File: config.mk
export PLATFORM = sky130hd
export DESIGN_NAME = otpc_engine
export DESIGN_NICKNAME = d
export VERILOG_FILES = /design/src/rtl/otpc_pkg.sv /design/src/rtl/otpc_unlock.sv /design/src/rtl/otpc_sequencer.sv /design/src/rtl/otpc_fuse_array.sv /design/src/rtl/otpc_engine.sv
export SDC_FILE = /design/constraint.sdc
export NUM_CORES = 2
export LEC_CHECK = 0
export CELL_PAD_IN_SITES_DETAIL_PLACEMENT = 2
export CELL_PAD_IN_SITES_GLOBAL_PLACEMENT = 2
export CORE_MARGIN = 5
export CORE_UTILIZATION = 48
export CTS_BUF_LIST = sky130_fd_sc_hd__clkbuf_2 sky130_fd_sc_hd__clkbuf_4 sky130_fd_sc_hd__clkbuf_8
export DETAILED_ROUTE_END_ITERATION = 6
export DONT_BUFFER_PORTS = 1
export PLACE_DENSITY_LB_ADDON = 0.1
export SYNTH_ARGS = -nofsm -noshare
export SYNTH_HDL_FRONTEND = slang
export SYNTH_SLANG_ARGS = --single-unit
File: constraint.sdc
create_clock -name clk -period 8.3 [get_ports clk]
set_clock_uncertainty 0.2 [all_clocks]
set_input_delay 0.83 -clock clk [delete_from_list [all_inputs] [get_ports clk]]
set_output_delay 0.83 -clock clk [all_outputs]
set_load 0.05 [all_outputs]
File: src/rtl/otpc_pkg.sv
// Package: shared register offsets, command codes and the unlock key for the
// fuse controller engine. Assumes a 32-bit register data path.
package otpc_pkg;
    localparam int WORD_W     = 32;
    localparam int CMD_W      = 6;
    localparam int ADR_W      = 16;
    localparam int UNLOCK_LEN = 4;
    localparam int STEP_W     = $clog2(UNLOCK_LEN);

    localparam logic [CMD_W-1:0] CMD_READ = 6'h00;
    localparam logic [CMD_W-1:0] CMD_PEN  = 6'h02;
    localparam logic [CMD_W-1:0] CMD_PDIS = 6'h03;
    localparam logic [CMD_W-1:0] CMD_PROG = 6'h08;

    localparam logic [7:0] OFS_MODE  = 8'h00;
    localparam logic [7:0] OFS_CMD   = 8'h04;
    localparam logic [7:0] OFS_START = 8'h08;
    localparam logic [7:0] OFS_STAT  = 8'h0c;
    localparam logic [7:0] OFS_RD0   = 8'h10;
    localparam logic [7:0] OFS_ADDR  = 8'h28;
    localparam logic [7:0] OFS_WD0   = 8'h2c;
    localparam logic [7:0] OFS_RD1   = 8'h5c;
    localparam logic [7:0] OFS_WD1   = 8'h64;

    localparam int STAT_DONE_BIT = 1;
    localparam int STAT_OK_BIT   = 2;

    // Expected data word for each step of the unlock sequence.
    function automatic logic [WORD_W-1:0] unlock_key(input logic [STEP_W-1:0] step);
        case (step)
            2'd0:    return 32'h0000_000f;
            2'd1:    return 32'h0000_0004;
            2'd2:    return 32'h0000_0008;
            default: return 32'h0000_000d;
        endcase
    endfunction

    // Offset of staged write word k.
    function automatic logic [7:0] wd_ofs(input int k);
        return (k == 0) ? OFS_WD0 : OFS_WD1;
    endfunction

    // Offset of read result word k.
    function automatic logic [7:0] rd_ofs(input int k);
        return (k == 0) ? OFS_RD0 : OFS_RD1;
    endfunction
endpackage

File: src/rtl/otpc_unlock.sv
// Unlock tracker: follows completed commands and grants programming after the
// four-word key has arrived through consecutive program-enable commands.
// Assumes cmd_done is a single-cycle pulse carrying the finished command.
module otpc_unlock
    import otpc_pkg::*;
(
    input  logic              clk,
    input  logic              rst_n,
    input  logic              cmd_done,
    input  logic [CMD_W-1:0]  cmd,
    input  logic [WORD_W-1:0] key_word,
    output logic              unlocked
);
    logic [STEP_W-1:0] step_q;
    logic              key_hit;

    assign key_hit = (key_word == unlock_key(step_q));

    // Advance, restart or finish the key sequence on each completed command.
    always_ff @(posedge clk) begin
        if (!rst_n) begin
            step_q   <= '0;
            unlocked <= 1'b0;
        end else if (cmd_done) begin
            if (cmd == CMD_PEN) begin
                if (!key_hit) begin
                    step_q <= '0;
                end else if (step_q == STEP_W'(UNLOCK_LEN - 1)) begin
                    step_q   <= '0;
                    unlocked <= 1'b1;
                end else begin
                    step_q <= step_q + 1'b1;
                end
            end else begin
                step_q <= '0;
                if (cmd == CMD_PDIS) unlocked <= 1'b0;
            end
        end
    end

    // a completed disable leaves programming locked.
    a_r8_disable_locks: assert property (@(posedge clk) disable iff (!rst_n)
        (cmd_done && cmd == CMD_PDIS) |=> !unlocked);

    // the unlock grant only rises at the completion of an enable command.
    a_r7_grant_on_enable: assert property (@(posedge clk) disable iff (!rst_n)
        $rose(unlocked) |-> $past(cmd_done && cmd == CMD_PEN));
endmodule

File: src/rtl/otpc_sequencer.sv
// Command sequencer: on launch it loads the latency for the command and counts
// it down. It then gives a one-cycle finish pulse. Assumes launch arrives only
// while idle, and that every latency parameter is at least 1.
module otpc_sequencer
    import otpc_pkg::*;
#(
    parameter int ROW_W        = 64,
    parameter int READ_CYC     = 2,
    parameter int CTRL_CYC     = 3,
    parameter int PROG_BASE    = 4,
    parameter int PROG_PER_BIT = 1
) (
    input  logic             clk,
    input  logic             rst_n,
    input  logic             launch,
    input  logic [CMD_W-1:0] cmd,
    input  logic             prog_allowed,
    input  logic [ROW_W-1:0] row_data,
    output logic             busy,
    output logic             finish
);
    localparam int MAX_LAT = PROG_BASE + PROG_PER_BIT * ROW_W + READ_CYC + CTRL_CYC;
    localparam int CNT_W   = $clog2(MAX_LAT + 1);

    logic [CNT_W-1:0] cnt_q;
    logic [CNT_W-1:0] ones;
    logic [CNT_W-1:0] lat;

    // Count the fuse bits that the row data would set.
    always_comb begin
        ones = '0;
        for (int i = 0; i < ROW_W; i++) ones = ones + CNT_W'(row_data[i]);
    end

    // Pick the latency for the command being launched.
    always_comb begin
        case (cmd)
            CMD_READ: lat = CNT_W'(READ_CYC);
            CMD_PROG: lat = prog_allowed ? CNT_W'(PROG_BASE) + CNT_W'(PROG_PER_BIT) * ones
                                         : CNT_W'(CTRL_CYC);
            default:  lat = CNT_W'(CTRL_CYC);
        endcase
    end

    assign finish = busy && (cnt_q == CNT_W'(1));

    // Busy flag and countdown.
    always_ff @(posedge clk) begin
        if (!rst_n) begin
            busy  <= 1'b0;
            cnt_q <= '0;
        end else if (launch) begin
            busy  <= 1'b1;
            cnt_q <= lat;
        end else if (busy) begin
            if (finish) busy <= 1'b0;
            cnt_q <= cnt_q - 1'b1;
        end
    end

    // a running command always has cycles left to count.
    a_r3_count_live: assert property (@(posedge clk) disable iff (!rst_n)
        busy |-> (cnt_q != '0));

    // the engine stays busy until its finish pulse.
    a_r3_hold_busy: assert property (@(posedge clk) disable iff (!rst_n)
        (busy && !finish) |=> busy);
endmodule

File: src/rtl/otpc_fuse_array.sv
// Behavioural fuse array: DEPTH rows of ROW_W bits. All rows are clear at reset,
// and programming ORs the new bits in. Assumes DEPTH is a power of two of at least 2.
module otpc_fuse_array #(
    parameter int DEPTH = 16,
    parameter int ROW_W = 64
) (
    input  logic                     clk,
    input  logic                     rst_n,
    input  logic                     prog_we,
    input  logic [$clog2(DEPTH)-1:0] idx,
    input  logic [ROW_W-1:0]         prog_row,
    output logic [ROW_W-1:0]         rd_row
);
    logic [ROW_W-1:0] mem [DEPTH];

    // Clear on reset; otherwise add the programmed bits to the row.
    always_ff @(posedge clk) begin
        if (!rst_n) begin
            for (int i = 0; i < DEPTH; i++) mem[i] <= '0;
        end else if (prog_we) begin
            mem[idx] <= mem[idx] | prog_row;
        end
    end

    assign rd_row = mem[idx];

    // a stored fuse bit never returns to zero.
    for (genvar g = 0; g < DEPTH; g++) begin : g_mono
        a_r6_fuse_monotonic: assert property (@(posedge clk) disable iff (!rst_n)
            ((mem[g] & $past(mem[g])) == $past(mem[g])));
    end
endmodule

File: src/rtl/otpc_engine.sv
// Fuse controller top. It holds the register file, accepts start writes,
// captures the operands and returns results and status. Assumes only one
// register write per cycle and combinational register reads.
module otpc_engine
    import otpc_pkg::*;
#(
    parameter int DEPTH        = 16,
    parameter int ROW_WORDS    = 2,
    parameter int READ_CYC     = 2,
    parameter int CTRL_CYC     = 3,
    parameter int PROG_BASE    = 4,
    parameter int PROG_PER_BIT = 1,
    parameter int BUS_AW       = 8
) (
    input  logic              clk,
    input  logic              rst_n,
    input  logic              reg_we,
    input  logic [BUS_AW-1:0] reg_addr,
    input  logic [WORD_W-1:0] reg_wdata,
    output logic [WORD_W-1:0] reg_rdata
);
    localparam int ROW_W = ROW_WORDS * WORD_W;
    localparam int IDX_W = $clog2(DEPTH);

    logic              mode_q;
    logic [CMD_W-1:0]  cmd_q;
    logic [ADR_W-1:0]  addr_q;
    logic [WORD_W-1:0] wd_q [ROW_WORDS];
    logic [WORD_W-1:0] rd_q [ROW_WORDS];
    logic [ROW_W-1:0]  wd_row;
    logic              done_q;

    logic [CMD_W-1:0]  op_cmd_q;
    logic [IDX_W-1:0]  op_idx_q;
    logic [ROW_W-1:0]  op_row_q;
    logic              op_prog_q;

    logic              busy, finish, unlocked, prog_we;
    logic              start_wr, launch, ack;
    logic [ROW_W-1:0]  arr_row;

    assign start_wr = reg_we && (reg_addr == BUS_AW'(OFS_START));
    assign launch   = start_wr && reg_wdata[0] && mode_q && !busy;
    assign ack      = start_wr && !reg_wdata[0];
    assign prog_we  = finish && (op_cmd_q == CMD_PROG) && op_prog_q;

    // Control registers: mode, command and address, trimmed to their widths.
    always_ff @(posedge clk) begin
        if (!rst_n) begin
            mode_q <= 1'b0;
            cmd_q  <= '0;
            addr_q <= '0;
        end else if (reg_we) begin
            if (reg_addr == BUS_AW'(OFS_MODE)) mode_q <= reg_wdata[0];
            if (reg_addr == BUS_AW'(OFS_CMD))  cmd_q  <= reg_wdata[CMD_W-1:0];
            if (reg_addr == BUS_AW'(OFS_ADDR)) addr_q <= reg_wdata[ADR_W-1:0];
        end
    end

    for (genvar k = 0; k < ROW_WORDS; k++) begin : g_word
        // Staged write word k.
        always_ff @(posedge clk) begin
            if (!rst_n) wd_q[k] <= '0;
            else if (reg_we && reg_addr == BUS_AW'(wd_ofs(k))) wd_q[k] <= reg_wdata;
        end
        // Read result word k, loaded when a read completes.
        always_ff @(posedge clk) begin
            if (!rst_n) rd_q[k] <= '0;
            else if (finish && op_cmd_q == CMD_READ) rd_q[k] <= arr_row[k*WORD_W +: WORD_W];
        end
        assign wd_row[k*WORD_W +: WORD_W] = wd_q[k];
    end

    // Operand snapshot taken when a start is accepted.
    always_ff @(posedge clk) begin
        if (!rst_n) begin
            op_cmd_q  <= '0;
            op_idx_q  <= '0;
            op_row_q  <= '0;
            op_prog_q <= 1'b0;
        end else if (launch) begin
            op_cmd_q  <= cmd_q;
            op_idx_q  <= addr_q[IDX_W-1:0];
            op_row_q  <= wd_row;
            op_prog_q <= unlocked;
        end
    end

    // Done flag: cleared on launch, set on finish, cleared by writing start as zero.
    always_ff @(posedge clk) begin
        if (!rst_n)      done_q <= 1'b0;
        else if (launch) done_q <= 1'b0;
        else if (finish) done_q <= 1'b1;
        else if (ack)    done_q <= 1'b0;
    end

    otpc_sequencer #(
        .ROW_W(ROW_W), .READ_CYC(READ_CYC), .CTRL_CYC(CTRL_CYC),
        .PROG_BASE(PROG_BASE), .PROG_PER_BIT(PROG_PER_BIT)
    ) u_seq (
        .clk(clk), .rst_n(rst_n), .launch(launch), .cmd(cmd_q),
        .prog_allowed(unlocked), .row_data(wd_row), .busy(busy), .finish(finish)
    );

    otpc_unlock u_unlock (
        .clk(clk), .rst_n(rst_n), .cmd_done(finish), .cmd(op_cmd_q),
        .key_word(op_row_q[WORD_W-1:0]), .unlocked(unlocked)
    );

    otpc_fuse_array #(.DEPTH(DEPTH), .ROW_W(ROW_W)) u_array (
        .clk(clk), .rst_n(rst_n), .prog_we(prog_we), .idx(op_idx_q),
        .prog_row(op_row_q), .rd_row(arr_row)
    );

    // Register read multiplexer.
    always_comb begin
        reg_rdata = '0;
        if (reg_addr == BUS_AW'(OFS_MODE)) reg_rdata[0] = mode_q;
        if (reg_addr == BUS_AW'(OFS_CMD))  reg_rdata[CMD_W-1:0] = cmd_q;
        if (reg_addr == BUS_AW'(OFS_ADDR)) reg_rdata[ADR_W-1:0] = addr_q;
        if (reg_addr == BUS_AW'(OFS_STAT)) begin
            reg_rdata[STAT_DONE_BIT] = done_q;
            reg_rdata[STAT_OK_BIT]   = unlocked;
        end
        for (int k = 0; k < ROW_WORDS; k++) begin
            if (reg_addr == BUS_AW'(wd_ofs(k))) reg_rdata = wd_q[k];
            if (reg_addr == BUS_AW'(rd_ofs(k))) reg_rdata = rd_q[k];
        end
    end

    // every finish pulse leaves done set.
    a_r4_done_on_finish: assert property (@(posedge clk) disable iff (!rst_n)
        finish |=> done_q);

    // a start issued with access off leaves the engine idle.
    a_r2_mode_gate: assert property (@(posedge clk) disable iff (!rst_n)
        (start_wr && reg_wdata[0] && !mode_q && !busy) |=> !busy);

    // the array is written only while programming is unlocked.
    a_r8_prog_needs_unlock: assert property (@(posedge clk) disable iff (!rst_n)
        prog_we |-> unlocked);
endmodule

==> run metrics <==
Comb pwr share=a little under a fifth; Starting DRT DRC Count=around 4.4k; Pwr Total=0.0161 W; Startpoint Class=register; initial antenna violation count=21; Seq/Total Area, Yosys=between 60% and 70%; crit path kind=register to register; Std-Cell Rows=around 130; CTS Buffer Depth=3; DIE AREA=0.124 mm2; Metal-1 WL=83400 um; Post-synth EDFFs=approximately 1.2k; Tmin final=6.86 ns; Chip Width=~350 um; CP Max Fanout=3; CP dominant cell by count=fa_1; # clock sinks=about 1.3k; detailed-route via count=between 30k and 40k; Area Overhead vs Synth=10.3%; Clk network pwr share=approximately 36%; post-place setup slack=1.55 ns; core area=0.116 mm2; vias in the first global route=39.4k; worst r2r path cells=18; CTS Buf Count=between 200 and 250; DR WL met3=roughly 17000 um; CP Capture Type=register; commonest non-fill, non-tap cell in the layout=edfxtp_1; Synth Register Bits=1266; DR vias/cell=6.39; Clock Tree Root=clkbuf_8; Final #Nets=roughly 4.1k; Syn Inst Count=around 4.0k; H-tree depth=4; NetSw=around 0.0045 W; Final period util=roughly 83%; Max-cap violations=0; Detail Placement HPWL=123000 um; P_leak=about 21 nW; PD cells=around 260 mW/mm2; Seq pwr share=45.7%; share of layout cells above drive strength 1=18.9%; syn nets=4135; YS warnings=0; delay of the slowest critical-path stage=roughly 0.56 ns; post-synth design cell area=around 0.056 mm2; crit-path cells=ha_1, inv_1, fa_1, fa_1, fa_1, fa_1, fa_1, fa_1, fa_1, fa_1, inv_1, fa_1, fa_1, a211oi_1, o21bai_1, a21oi_1, o22ai_1, and3_1; Final Hold Viols=0; worst hold path cell count=4; Worst Path Buf+Inv=2; Worst EP required=a little under 9 ns; clk_lat worst skew=around 0.90 ns; wire length per cell=between 30 and 40 um; internal power=0.0115 W; Slew headroom=a little over a fifth; Port Buffer Count=0; maximum VDD drop=about 600 uV; Placer Congestion=~0.91; actual slew at the worst max-slew pin=1.18 ns; Hold Path Class=primary input to register; largest net degree at the start of global routing=between 100 and 150; final worst slack=roughly 1.4 ns; Post-Route Setup TNS=0 ns; Top Layer Used=met5; DR pass1 iterations=7; Crit Reg-Reg Startpoint=wd_q[0][0]; ys async rst share=0%; Clock transition at path regs=roughly 0.060 ns; first-pass GRT wire length=295000 um; f_max=146 MHz; critical path arrival=around 7.4 ns; RSZ-0062 raised after global routing=no; Die Y=~350 um; total track usage=approximately a third; Starting Density=around half; Post-DRT Antenna Nets=0; number of remaining DRC errors=1; grt ovf=0; hold-critical path endpoint=mode_q; Syn Area/Cell=about 14 um2; startpoint of the worst hold path=reg_addr[2]; io pins=between 70 and 80; crit path from=wd_q[0][0]; final number of setup-violating endpoints=0; status=finished, violations left; CP delay by family, top=adder cells; reg-to-reg setup timing slack=1.44 ns; Sw Share=between 20 and 30%; failing checks=DRC; Max Slew Vio Count=0; routed wl met2=about 100000 um; Netlist cell types=60; Fillers=about 11k; CTS resizes=0; Post-synth top flop=edfxtp_1; final WL=approximately 210000 um; CTS tree=done; r2r endpoint=u_seq.cnt_q[6]; Critical Path Slowest Stage Cell=fa_1; commonest non-fill, non-tap cells in the layout=1152 x edfxtp_1, 1071 x nor2_1, 256 x mux4_2
## cell type report
type | instances | area (um2) | share of cell area [%]
sequential | 1266 | 36900 | 59.4
multi-input combinational | 2332 | 17600 | 28.3
clock buffer | 293 | 3640 | 5.86
tap | 1524 | 1910 | 3.07
timing repair buffer | 120 | 1020 | 1.65
clock inverter | 92 | 641 | 1.03
inverter | 100 | 378 | 0.609
antenna | 11 | 27.5 | 0.0443
## per-stage QoR
step                      hold slack [ns]  std cells  cell area (um2)  utilization (%)
after floorplan                     0.236       4016            56300                -
after global placement              0.244       5308            57400             49.4
after detailed placement            0.262       5308            57400             49.4
after CTS                          0.0367       5727            62100             53.3
after global routing                0.126       5728            62100             53.3
final                               0.110       5738            62100             53.4
## synth_stat cells (all sizes together), types with 2 or more instances
master      n  area [um2]
edfxtp   1152       34600
nor2     1137        4490
mux4      256        5770
nand2     237         890
buf       236        1470
mux2i     199        1990
a21oi     118         591
dfxtp     114        2280
inv       100         375
clkbuf     82         308
and2       66         413
fa         54        1080
nor2b      37         231
and2b      34         257
a22oi      28         210
ha         22         275
a222oi     18         180
nand3      16        80.1
nor4       12         109
a31oi      11        68.8
nor3       11        65.1
o21ai      10        50.1
nand4       9        71.3
o22ai       6        37.5
a21o        5        37.5
and3        5        31.3
xnor2       5        43.8
xor2        4        35.0
a211oi      3        22.5
nor4b       3        41.3
o21bai      3        22.5
a32oi       2        17.5
and4        2        17.5
nor3b       2        20.0
o2bb2ai     2        17.5
o31ai       2        15.0
o41ai       2        17.5
or4         2        15.0
or4b        2        20.0
## state kept, by name, summed over array words and instances, names as in the netlist, named ones only
| register | count |
|---|---|
| u_unlock.step_q | 2 |
| op_cmd_q | 6 |
| u_array.mem | 1024 |
| op_idx_q | 4 |
| op_row_q | 64 |
| op_prog_q | 1 |
| addr_q | 16 |
| cmd_q | 6 |
| rd_q | 64 |
| u_unlock.unlocked | 1 |
| mode_q | 1 |
| u_seq.cnt_q | 7 |
| wd_q | 64 |
| done_q | 1 |
| u_seq.busy | 1 |
## worst max path at each step
stage                                end  cells past startpoint
after floorplan           u_seq.cnt_q[6]                     18
after detailed placement  u_seq.cnt_q[6]                     18
final                     u_seq.cnt_q[6]                     18
after global routing      u_seq.cnt_q[6]                     18
after CTS                 u_seq.cnt_q[6]                     18
after global placement    u_seq.cnt_q[6]                     18
## repair_timing
item | CTS | global route
hold endpoints to repair | 95 | 0
hold buffers | 34 | 0
setup buffers | 0 | 0
## tightest hold or removal path, cell delays in order
cell,delay [ns]
nor3_1,0.04
nand2_1,0.07
mux2i_1,0.08
nor2_1,0.11
## routing by layer
layer / up-vias / global-route usage (%)
li1: 14481 / -
met1: 19783 / 45.0
met2: 2001 / 54.7
met3: 402 / 5.84
met4: 8 / 10.1
met5: - / 0
## cells by family after synthesis
kind of cell | synth area share, %
simple gates | 12.0
mux | 13.8
xor+xnor | 0.140
flops | 65.5
fa+ha+maj | 2.41
buf+inv | 3.82
compound gates | 2.33
## power groups by stage
| stage | registers [W] | clock network (W) | logic, W |
|---|---|---|---|
| after floorplan | 0.00741 | 0 | 0.00213 |
| after global placement | 0.00742 | 0 | 0.00267 |
| after detailed placement | 0.00747 | 0 | 0.00289 |
| after CTS | 0.00734 | 0.00579 | 0.00296 |
| after global routing | 0.00736 | 0.00612 | 0.00329 |
| final | 0.00735 | 0.00573 | 0.00299 |
No activity file was read; power rests on OpenSTA's default activity.
